`src/rtl/dma2d_pkg.sv`:
```
package dma2d_pkg;

  typedef enum logic [2:0] {
    RA_START = 3'd0,
    RA_XCNT  = 3'd1,
    RA_YCNT  = 3'd2,
    RA_XMOD  = 3'd3,
    RA_YMOD  = 3'd4,
    RA_CFG   = 3'd5,
    RA_STAT  = 3'd6,
    RA_CNT   = 3'd7
  } reg_addr_e;

  // control word, bit 15 first
  typedef struct packed {
    logic [3:0] flow;
    logic [3:0] dsize;
    logic [1:0] imode;
    logic       restart;
    logic       two_d;
    logic [1:0] width;
    logic       wnr;
    logic       en;
  } ctrl_t;

  localparam int CTRL_W = 16;
  localparam int STAT_W = 2;

endpackage

```
`src/rtl/dma2d_regs.sv`:
```
module dma2d_regs
  import dma2d_pkg::*;
#(
  parameter int ADDR_W = 32,
  parameter int CNT_W  = 16,
  parameter int DATA_W = 32
) (
  input  logic              clk,
  input  logic              rst_n,
  input  logic              wr_en,
  input  logic [2:0]        wr_addr,
  input  logic [DATA_W-1:0] wr_data,
  input  logic [2:0]        rd_addr,
  output logic [DATA_W-1:0] rd_data,
  input  logic              done_evt,
  input  logic              err_evt,
  input  logic [CNT_W-1:0]  cnt_x,
  input  logic [CNT_W-1:0]  cnt_y,
  output logic [ADDR_W-1:0] start_addr,
  output logic [CNT_W-1:0]  x_cnt,
  output logic [CNT_W-1:0]  y_cnt,
  output logic [CNT_W-1:0]  x_mod,
  output logic [CNT_W-1:0]  y_mod,
  output logic              start_evt,
  output logic              start_2d,
  output logic              stop_evt,
  output logic              clear_evt,
  output logic              cfg_wnr,
  output logic [1:0]        cfg_width,
  output logic              irq_on,
  output logic [STAT_W-1:0] stat
);

  logic [ADDR_W-1:0] start_q, start_d;
  logic [CNT_W-1:0]  xc_q, xc_d, yc_q, yc_d, xm_q, xm_d, ym_q, ym_d;
  ctrl_t             cfg_q, cfg_d, new_cfg;
  logic [STAT_W-1:0] stat_q, stat_d;
  logic              cfg_wr;

  always_comb begin
    start_d = start_q;
    xc_d    = xc_q;
    yc_d    = yc_q;
    xm_d    = xm_q;
    ym_d    = ym_q;
    cfg_d   = cfg_q;
    stat_d  = stat_q;
    new_cfg = ctrl_t'(wr_data[CTRL_W-1:0]);
    cfg_wr  = wr_en && (wr_addr == RA_CFG);
    if (wr_en) begin
      case (reg_addr_e'(wr_addr))
        RA_START: start_d = wr_data[ADDR_W-1:0];
        RA_XCNT:  xc_d    = wr_data[CNT_W-1:0];
        RA_YCNT:  yc_d    = wr_data[CNT_W-1:0];
        RA_XMOD:  xm_d    = wr_data[CNT_W-1:0];
        RA_YMOD:  ym_d    = wr_data[CNT_W-1:0];
        RA_CFG: begin
          cfg_d         = new_cfg;
          cfg_d.en      = new_cfg.en & ~new_cfg.restart;
          cfg_d.restart = 1'b0;
        end
        RA_STAT:  stat_d  = stat_q & ~wr_data[STAT_W-1:0];
        default: ;
      endcase
    end
    stat_d = stat_d | {err_evt, done_evt};
  end

  always_ff @(posedge clk or negedge rst_n) begin
    if (!rst_n) begin
      start_q <= '0;
      xc_q    <= '0;
      yc_q    <= '0;
      xm_q    <= '0;
      ym_q    <= '0;
      cfg_q   <= '0;
      stat_q  <= '0;
    end else begin
      start_q <= start_d;
      xc_q    <= xc_d;
      yc_q    <= yc_d;
      xm_q    <= xm_d;
      ym_q    <= ym_d;
      cfg_q   <= cfg_d;
      stat_q  <= stat_d;
    end
  end

  assign start_evt = cfg_wr && new_cfg.en && !cfg_q.en && !new_cfg.restart;
  assign start_2d  = new_cfg.two_d;
  assign stop_evt  = cfg_wr && (!new_cfg.en || new_cfg.restart);
  assign clear_evt = cfg_wr && new_cfg.restart;

  assign start_addr = start_q;
  assign x_cnt      = xc_q;
  assign y_cnt      = yc_q;
  assign x_mod      = xm_q;
  assign y_mod      = ym_q;
  assign cfg_wnr    = cfg_q.wnr;
  assign cfg_width  = cfg_q.width;
  assign irq_on     = |cfg_q.imode;
  assign stat       = stat_q;

  always_comb begin
    case (reg_addr_e'(rd_addr))
      RA_START: rd_data = DATA_W'(start_q);
      RA_XCNT:  rd_data = DATA_W'(xc_q);
      RA_YCNT:  rd_data = DATA_W'(yc_q);
      RA_XMOD:  rd_data = DATA_W'(xm_q);
      RA_YMOD:  rd_data = DATA_W'(ym_q);
      RA_CFG:   rd_data = DATA_W'(cfg_q);
      RA_STAT:  rd_data = DATA_W'(stat_q);
      default:  rd_data = DATA_W'({cnt_y, cnt_x});
    endcase
  end

endmodule

```
`src/rtl/dma2d_seq.sv`:
```
module dma2d_seq #(
  parameter int ADDR_W = 32,
  parameter int CNT_W  = 16
) (
  input  logic              clk,
  input  logic              rst_n,
  input  logic              start_evt,
  input  logic              start_2d,
  input  logic              stop_evt,
  input  logic              clear_evt,
  input  logic [ADDR_W-1:0] start_addr,
  input  logic [CNT_W-1:0]  x_cnt,
  input  logic [CNT_W-1:0]  y_cnt,
  input  logic [CNT_W-1:0]  x_mod,
  input  logic [CNT_W-1:0]  y_mod,
  input  logic              irq_on,
  input  logic              mem_ack,
  output logic              busy,
  output logic [ADDR_W-1:0] cur_addr,
  output logic [CNT_W-1:0]  cnt_x,
  output logic [CNT_W-1:0]  cnt_y,
  output logic              done_evt,
  output logic              err_evt
);

  localparam logic [CNT_W-1:0] ONE = CNT_W'(1);

  logic              busy_q, busy_d;
  logic [ADDR_W-1:0] addr_q, addr_d, x_step, y_step;
  logic [CNT_W-1:0]  cx_q, cx_d, cy_q, cy_d;
  logic              bad_cnt;

  assign x_step  = ADDR_W'($signed(x_mod));
  assign y_step  = ADDR_W'($signed(y_mod));
  assign bad_cnt = (x_cnt == '0) || (start_2d && (y_cnt == '0));

  always_comb begin
    busy_d   = busy_q;
    addr_d   = addr_q;
    cx_d     = cx_q;
    cy_d     = cy_q;
    done_evt = 1'b0;
    err_evt  = 1'b0;
    if (clear_evt) begin
      busy_d = 1'b0;
      cx_d   = '0;
      cy_d   = '0;
    end else if (stop_evt) begin
      busy_d = 1'b0;
    end else if (start_evt) begin
      if (bad_cnt) begin
        err_evt = 1'b1;
      end else begin
        busy_d = 1'b1;
        addr_d = start_addr;
        cx_d   = x_cnt;
        cy_d   = start_2d ? y_cnt : ONE;
      end
    end else if (busy_q && mem_ack) begin
      if (cx_q != ONE) begin
        cx_d   = cx_q - ONE;
        addr_d = addr_q + x_step;
      end else if (cy_q != ONE) begin
        cx_d   = x_cnt;
        cy_d   = cy_q - ONE;
        addr_d = addr_q + y_step;
      end else begin
        busy_d   = 1'b0;
        cx_d     = '0;
        cy_d     = '0;
        done_evt = irq_on;
      end
    end
  end

  always_ff @(posedge clk or negedge rst_n) begin
    if (!rst_n) begin
      busy_q <= 1'b0;
      addr_q <= '0;
      cx_q   <= '0;
      cy_q   <= '0;
    end else begin
      busy_q <= busy_d;
      addr_q <= addr_d;
      cx_q   <= cx_d;
      cy_q   <= cy_d;
    end
  end

  assign busy     = busy_q;
  assign cur_addr = addr_q;
  assign cnt_x    = cx_q;
  assign cnt_y    = cy_q;

endmodule

```
`src/rtl/dma2d_chan.sv`:
```
module dma2d_chan
  import dma2d_pkg::*;
#(
  parameter int ADDR_W = 32,
  parameter int CNT_W  = 16,
  parameter int DATA_W = 32
) (
  input  logic              clk,
  input  logic              rst_n,
  input  logic              wr_en,
  input  logic [2:0]        wr_addr,
  input  logic [DATA_W-1:0] wr_data,
  input  logic [2:0]        rd_addr,
  output logic [DATA_W-1:0] rd_data,
  output logic              mem_req,
  output logic [ADDR_W-1:0] mem_addr,
  output logic              mem_we,
  output logic [1:0]        mem_size,
  input  logic              mem_ack,
  output logic              irq
);

  logic [ADDR_W-1:0] start_addr;
  logic [CNT_W-1:0]  x_cnt, y_cnt, x_mod, y_mod, cnt_x, cnt_y;
  logic              start_evt, start_2d, stop_evt, clear_evt, irq_on;
  logic              done_evt, err_evt, busy;
  logic [STAT_W-1:0] stat;

  dma2d_regs #(.ADDR_W(ADDR_W), .CNT_W(CNT_W), .DATA_W(DATA_W)) u_regs (
    .clk(clk), .rst_n(rst_n),
    .wr_en(wr_en), .wr_addr(wr_addr), .wr_data(wr_data),
    .rd_addr(rd_addr), .rd_data(rd_data),
    .done_evt(done_evt), .err_evt(err_evt),
    .cnt_x(cnt_x), .cnt_y(cnt_y),
    .start_addr(start_addr), .x_cnt(x_cnt), .y_cnt(y_cnt),
    .x_mod(x_mod), .y_mod(y_mod),
    .start_evt(start_evt), .start_2d(start_2d),
    .stop_evt(stop_evt), .clear_evt(clear_evt),
    .cfg_wnr(mem_we), .cfg_width(mem_size), .irq_on(irq_on),
    .stat(stat)
  );

  dma2d_seq #(.ADDR_W(ADDR_W), .CNT_W(CNT_W)) u_seq (
    .clk(clk), .rst_n(rst_n),
    .start_evt(start_evt), .start_2d(start_2d),
    .stop_evt(stop_evt), .clear_evt(clear_evt),
    .start_addr(start_addr), .x_cnt(x_cnt), .y_cnt(y_cnt),
    .x_mod(x_mod), .y_mod(y_mod), .irq_on(irq_on),
    .mem_ack(mem_ack),
    .busy(busy), .cur_addr(mem_addr),
    .cnt_x(cnt_x), .cnt_y(cnt_y),
    .done_evt(done_evt), .err_evt(err_evt)
  );

  assign mem_req = busy;
  assign irq     = |stat;

endmodule

```
`config.mk`:
```
export PLATFORM = sky130hd
export DESIGN_NAME = dma2d_chan
export DESIGN_NICKNAME = d
export VERILOG_FILES = /design/src/rtl/dma2d_pkg.sv /design/src/rtl/dma2d_regs.sv /design/src/rtl/dma2d_seq.sv /design/src/rtl/dma2d_chan.sv
export SDC_FILE = /design/constraint.sdc
export NUM_CORES = 1
export LEC_CHECK = 0
export ABC_AREA = 1
export BUFFER_PORTS_ARGS = -buffer_cell sky130_fd_sc_hd__buf_2
export CAP_MARGIN = 15
export CORE_MARGIN = 2
export CORE_UTILIZATION = 60
export CTS_CLUSTER_SIZE = 16
export DETAILED_ROUTE_END_ITERATION = 6
export PLACE_DENSITY = 0.81
export SYNTH_ARGS = -nofsm -noshare
export SYNTH_HDL_FRONTEND = slang
export SYNTH_SLANG_ARGS = --single-unit
```
`constraint.sdc`:
```
create_clock -name clk -period 4.3 [get_ports clk]
set_input_delay 0.86 -clock clk [delete_from_list [all_inputs] [get_ports clk]]
set_output_delay 0.86 -clock clk [all_outputs]
set_load 0.05 [all_outputs]
```
==> results.ini, run 1 <==
[timing]
clock-skew-final_ns=0.0127
finalSetupTns_ns=0
maxSlewHeadroom=0.254
finalMaxSlewViolations=0
finalCritPeriodShare=0.886
grt_setup_unrepaired=no
setup_viol=0
max_freq_mhz=262
fin_crit_ns=3.81
finalHoldViolCount=0
tightest_slew_ns=1.12

[placement]
gp_congestion=0.974
dpl.hpwl_um=27800
dp.cells=2074
io_buffers=110

[final_layout]
stdcell_count=2106
fin_nets=1908
n_antenna_cell=0
layout_common_cells=610 x nand2_1, 247 x inv_1, 178 x dfrtp_1, 149 x nor2_1, 144 x o21ai_0
final_common_cell=nand2_1
syn_to_final_growth_pct=10.5
drive_gt1_frac=0.112

[power]
netSwitchingFraction=0.496
netSwitchingPower_w=0.00462
leakage_nw=7.51
power_frac_seq=0.278
power.internal_w=0.00470
pwr-share-comb=0.543
total_power_w=0.00932
ir_drop_uv=344
power_density_nw_per_um2=708
p_clk_frac=0.179

[clock_tree]
htree_levels=4
cts_root_buffer=clkbuf_16
clk_latency_ns=0.44
clock_path_buffers=2
cts_tree=built
cts_sinks=178
clk_pin_slew_ns=0.07
cts_buffers=17
cts_hold_buffers=0
cts-resized-gates=0
post-cts-setup-buffers=0

[synth]
synth_area_leader_cell=dfrtp_1
avgSynthCellArea_sq_um=6.81
synth_top_family_by_area=simple AND/OR/NAND/NOR gates
synthMuxAreaShare=0.0218
synth_edf_count=0
syn-cell-area_sq_um=11900
synth_compound_area_frac=0.122
ys.warnings.count=0
synth_seq_area_share=0.374
yosys.area_share.simple=0.317
synth_ff_type=dfrtp_1
synth-seq-cells=178
syn_nets=1829
synth_fa_ha_area_frac=0.0405
synth_cell_types=46
netlist.area_leader.share=0.374
synthXorXnorAreaFrac=0.0162
ys_async_sr_fraction=1.00
synthTopCellsByArea=dfrtp_1 37%, nand2_1 19%, inv_1 7.8%, o21ai_0 6.0%, nor2_1 4.7%
syn_inst=1749

[route]
post_drt_wl_per_cell_um=17.7
drtIter0Drc=1123
highest_layer=met5
ant_nets=0
vias_per_cell=5.68
drt_pass1_iterations=6
wl_met1_um=15500
wl_met3_um=3190
drt_wl_total_um=37300
vias=11966
met2_length_um=16800
drc=0

[floorplan]
io_pins=111
coreArea_sq_um=19500
fp.dieH_um=145
die-area_sq_um=21000
initial_core_util=0.612
die_w_um=145
num_rows=51

[critical_path]
end_kind=register
arrival_ns=4.13
worstPathRequired_ns=4.62
start_kind=register
cp_max_fo=31
r2r_slack_ns=0.49
r2r_end=u_seq.cur_addr[29]
worst-setup-path-type=reg2reg
r2r-start=u_seq.cnt_x[1]
reg2reg_depth=19

[global_route]
grt_max_degree=83
grt_overflow=0
grt_pass1_wl_um=58900
first_global_vias=11139
antenna_found_initial=1
grt_usage=0.355

[worst_hold_path]
holdCritPathClass=in2async

[run]
drv_cap=0

[status]
status=completed

==> power groups by stage <==
stage          Sequential, W  Combinational (W)  Clock [W]
3_5_place_dp         0.00259            0.00495          0
4_1_cts              0.00257            0.00501    0.00167
6_report             0.00259            0.00506    0.00167
5_1_grt              0.00263            0.00566    0.00174
2_1_floorplan        0.00290            0.00346          0
3_3_place_gp         0.00258            0.00484          0
==> stage by stage <==
step	instance area, sq um	hold WS, ns	setup slack, ns	utilization
after global routing	13200	0.508	0.0930	0.677
after detailed placement	12500	0.463	0.571	0.645
after global placement	12500	0.456	0.642	0.645
final	13200	0.442	0.489	0.677
after floorplan	11900	0.442	1.02	-
after CTS	13200	0.479	0.527	0.677
==> state kept, by name (all words and copies together) (netlist names) <==
signal / cells
u_regs.x_cnt: 16
u_regs.y_cnt: 16
u_seq.cur_addr: 32
u_seq.cnt_x: 16
u_regs.cfg_q: 12
u_seq.cnt_y: 16
u_regs.cfg_wnr: 1
u_regs.cfg_width: 2
u_regs.stat: 2
u_regs.start_addr: 32
u_regs.x_mod: 16
u_regs.y_mod: 16
u_seq.busy: 1
==> synth_stat cells, types with 3 or more instances <==
cell,n
nand2_1,610
inv_1,247
dfrtp_1,178
nor2_1,149
o21ai_0,144
nand3_1,97
a21oi_1,42
ha_1,37
clkbuf_1,31
o22ai_1,27
nand4_1,18
mux2_2,16
xor2_1,16
o211ai_1,13
a221oi_1,12
buf_2,12
o21ai_1,12
buf_6,9
mux2i_1,8
buf_4,7
inv_2,6
nand2_2,6
or2_2,6
xnor2_1,6
nor2_2,5
nor3_1,5
a211oi_1,3
nand2_4,3
nor2_4,3
==> how the worst max path moves through the flow <==
stage                    from                 end  slack, ns  cells after the start
6_report       u_seq.cnt_x[1]  u_seq.cur_addr[29]       0.49                     19
3_5_place_dp   u_seq.cnt_x[1]  u_seq.cur_addr[31]       0.57                     19
3_3_place_gp   u_seq.cnt_x[1]  u_seq.cur_addr[16]       0.64                     18
2_1_floorplan      rd_addr[1]         rd_data[23]       1.02                      4
4_1_cts        u_seq.cnt_x[1]  u_seq.cur_addr[31]       0.53                     19
5_1_grt        u_seq.cnt_x[1]  u_seq.cur_addr[31]       0.09                     21
==> worst max-delay path, cell delays in order (launching register included) <==
cell	delay, ns
dfrtp_1	0.41
inv_1	0.11
ha_1	0.20
nand3_1	0.10
nor2_2	0.21
nand2_2	0.39
nand2_1	0.26
nand2_1	0.11
inv_1	0.47
ha_1	0.40
nand2_1	0.13
inv_1	0.05
a21oi_1	0.17
nand2_1	0.11
a21oi_1	0.23
nand2_1	0.09
nand2_1	0.06
nand3_1	0.06
nand2_1	0.09
nand2_1	0.05
==> per-layer routing <==
metal | vias to the layer above | GRT usage
met2 | 613 | 0.564
met4 | 2 | 0.162
li1 | 5697 | -
met3 | 104 | 0.0638
met1 | 5550 | 0.476
met5 | - | 0
==> kinds of logic after synthesis <==
family,count (synthesis)
adder cells (fa/ha/maj),38
multiplexers,24
flip-flops,178
buffers and inverters,314
AO/OA/AOI/OAI,260
AND/OR/NAND/NOR,913
XOR/XNOR,22
==> cell type report <==
cell class	instances	area [sq um]
multi-input cells	1257	6170
flip-flops and latches	178	4450
clock inverters	13	175
well taps	265	332
fillers	1724	6300
inverters	254	956
clock buffers	19	443
repair buffers	120	632
No activity file was read; power rests on OpenSTA's default activity.
==> run 2, diff against run 1 <==
Settings changed: BUFFER_PORTS_ARGS -buffer_cell sky130_fd_sc_hd__buf_2 to not set, DONT_BUFFER_PORTS set to 1, PLACE_DENSITY 0.81 to 0.77.
==> run 2 against run 1 <==
  * Flip-flop and latch count stayed put
  * Worst hold slack got worse by 0.34 ns
  * Wire length fell by 0.82%
  * Non-clock buffer count is 85 lower
  * Register-to-register slack is essentially flat
  * Setup slack worse by 0.014 ns
  * Critical endpoint is now u_seq.cur_addr[16]
  * Via count shrank 4.4%
==> results.ini, run 2 (synthesized netlist as in run 1, its figures left out) <==
[critical_path]
r2r_slack_ns=0.47  ; was 0.49 ns
r2r_end=u_seq.cur_addr[16]  ; was u_seq.cur_addr[29]
worst-setup-path-type=reg2reg  ; unchanged
endpoint=u_seq.cur_addr[16]  ; was u_seq.cur_addr[29]
startpoint=u_seq.cnt_x[1]  ; unchanged
arrival_ns=4.20  ; was 4.13 ns
r2r-start=u_seq.cnt_x[1]  ; unchanged
worstPathRequired_ns=4.68  ; was 4.62 ns
end_kind=register  ; unchanged
cp_max_fo=31  ; unchanged
reg2reg_depth=18  ; was 19
start_kind=register  ; unchanged

[global_route]
grt_pass1_wl_um=58400  ; was 58900 um
first_global_vias=10786  ; was 11.1k
grt_usage=0.353  ; was 0.355
grt_max_degree=179  ; was 83
antenna_found_initial=0  ; was 1
grt_overflow=0  ; unchanged

[route]
vias_per_cell=5.66  ; was 5.68
vias=11439  ; was 12.0k
drt_pass1_iterations=5  ; was 6
drt_wl_total_um=36900  ; was 37300 um
drc=0  ; unchanged
ant_nets=0  ; unchanged
post_drt_wl_per_cell_um=18.3  ; was 17.7 um
drtIter0Drc=1198  ; was 1123

[timing]
max_freq_mhz=261  ; was 262 MHz
clock-skew-final_ns=0.0134  ; was 0.0127 ns
finalCritPeriodShare=0.890  ; was 0.886
setup_viol=0  ; unchanged
grt_setup_unrepaired=no  ; unchanged
finalMaxSlewViolations=0  ; unchanged
tightest_slew_ns=1.11  ; was 1.12 ns
finalSetupTns_ns=0  ; unchanged
finalHoldViolCount=0  ; unchanged
maxSlewHeadroom=0.259  ; was 0.254
fin_crit_ns=3.83  ; was 3.81 ns

[floorplan]
die_w_um=145  ; unchanged
initial_core_util=0.612  ; unchanged
coreArea_sq_um=19500  ; unchanged
fp.dieH_um=145  ; unchanged
die-area_sq_um=21000  ; unchanged
num_rows=51  ; unchanged
io_pins=111  ; unchanged

[status]
status=completed  ; unchanged

[power]
ir_drop_uv=348  ; was 344 uV
total_power_w=0.00909  ; was 0.00932 W
power_density_nw_per_um2=710  ; was 708 nW/um^2
leakage_nw=7.14  ; was 7.51 nW

[clock_tree]
cts_hold_buffers=0  ; unchanged
cts_root_buffer=clkbuf_16  ; unchanged
cts_tree=built  ; unchanged
cts-resized-gates=0  ; unchanged
cts_sinks=178  ; unchanged
htree_levels=4  ; unchanged
clk_latency_ns=0.44  ; about the same
post-cts-setup-buffers=0  ; unchanged
clk_pin_slew_ns=0.08  ; was 0.07 ns
cts_buffers=17  ; unchanged
clock_path_buffers=2  ; unchanged

[placement]
dpl.hpwl_um=27600  ; was 27800 um
io_buffers=0  ; was 110
gp_congestion=0.961  ; was 0.974

[final_layout]
syn_to_final_growth_pct=7.49  ; was 10.5%
n_antenna_cell=0  ; unchanged
fin_nets=1823  ; was 1908
final_common_cell=nand2_1  ; unchanged
fill_cells=1791  ; was 1724
drive_gt1_frac=0.0695  ; was 0.112
final_core_util=0.658  ; was 0.677
layout_common_cells=610 x nand2_1, 247 x inv_1, 178 x dfrtp_1, 149 x nor2_1, 128 x o21ai_0  ; was 610 x nand2_1, 247 x inv_1, 178 x dfrtp_1, 149 x nor2_1, 144 x o21ai_0

[run]
drv_cap=0  ; unchanged

[worst_hold_path]
holdCritPathClass=in2async  ; unchanged

## run 2: cell count changes in the layout (fill, tap and decap cells not counted)
cell        before  now
bufinv_16        3    0
o21ai_1         12   28
o21ai_0        144  128
clkinvlp_4       4    0
buf_2          109    0
clkbuf_8         1    0
buf_4           10   35
buf_6            1    0
clkbuf_1         1    0
clkinv_8         0    7
inv_12           0    2
## run 2: metrics by stage
step                hold slack, ns  instances  area (sq um)  setup slack, ns
floorplan                    0.442       1749         11900             1.02
global route                0.0959       2021         12800            0.115
CTS                          0.102       2021         12800            0.490
global placement             0.459       1989         12200            0.614
detailed placement           0.464       1989         12200            0.511
finish                       0.106       2021         12800            0.474
## run 2: area by class of cell
cell class | count | area, sq um | share of cell area
multi-input combinational | 1257 | 6170 | 0.482
sequential | 178 | 4450 | 0.348
inverter | 254 | 956 | 0.0746
clock buffer | 17 | 425 | 0.0332
tap | 265 | 332 | 0.0259
timing repair buffer | 35 | 263 | 0.0205
clock inverter | 15 | 201 | 0.0157
## run 2: worst min-delay path by stage
stage,from,to,slack [ns],depth (start not counted)
after floorplan,u_seq.cnt_y[14],u_seq.cnt_y[14],0.44,2
after global placement,u_seq.cnt_y[14],u_seq.cnt_y[14],0.46,2
after detailed placement,u_seq.cnt_y[14],u_seq.cnt_y[14],0.46,2
after CTS,rst_n,u_seq.cur_addr[20],0.10,0
after global routing,rst_n,u_seq.cur_addr[2],0.1,0
final,rst_n,u_seq.cur_addr[20],0.11,0
## run 2: layer usage
layer	GRT usage	share of wire
met3	0.0679	0.084
met4	0.127	0.036
met5	0	0
met2	0.577	0.46
met1	0.470	0.42
## run 2: critical path, cell delays in order (launching register included)
cell	delay, ns
dfrtp_1	0.40
inv_1	0.11
ha_1	0.18
nand3_1	0.09
nor2_2	0.18
nand2_2	0.37
nand2_1	0.27
nand2_1	0.11
inv_1	0.50
ha_1	0.29
nand2_1	0.12
nor2_1	0.25
inv_1	0.07
o21bai_1	0.26
nor2_1	0.10
or2_2	0.27
nand3_1	0.07
nand2_1	0.06
nand2_1	0.07
## run 2: power breakdown
part / internal (W) / switching, W
Clock: 0.000801 / 0.000823
Sequential: 0.00210 / 0.000969
Combinational: 0.00156 / 0.00284
Total: 0.00446 / 0.00463
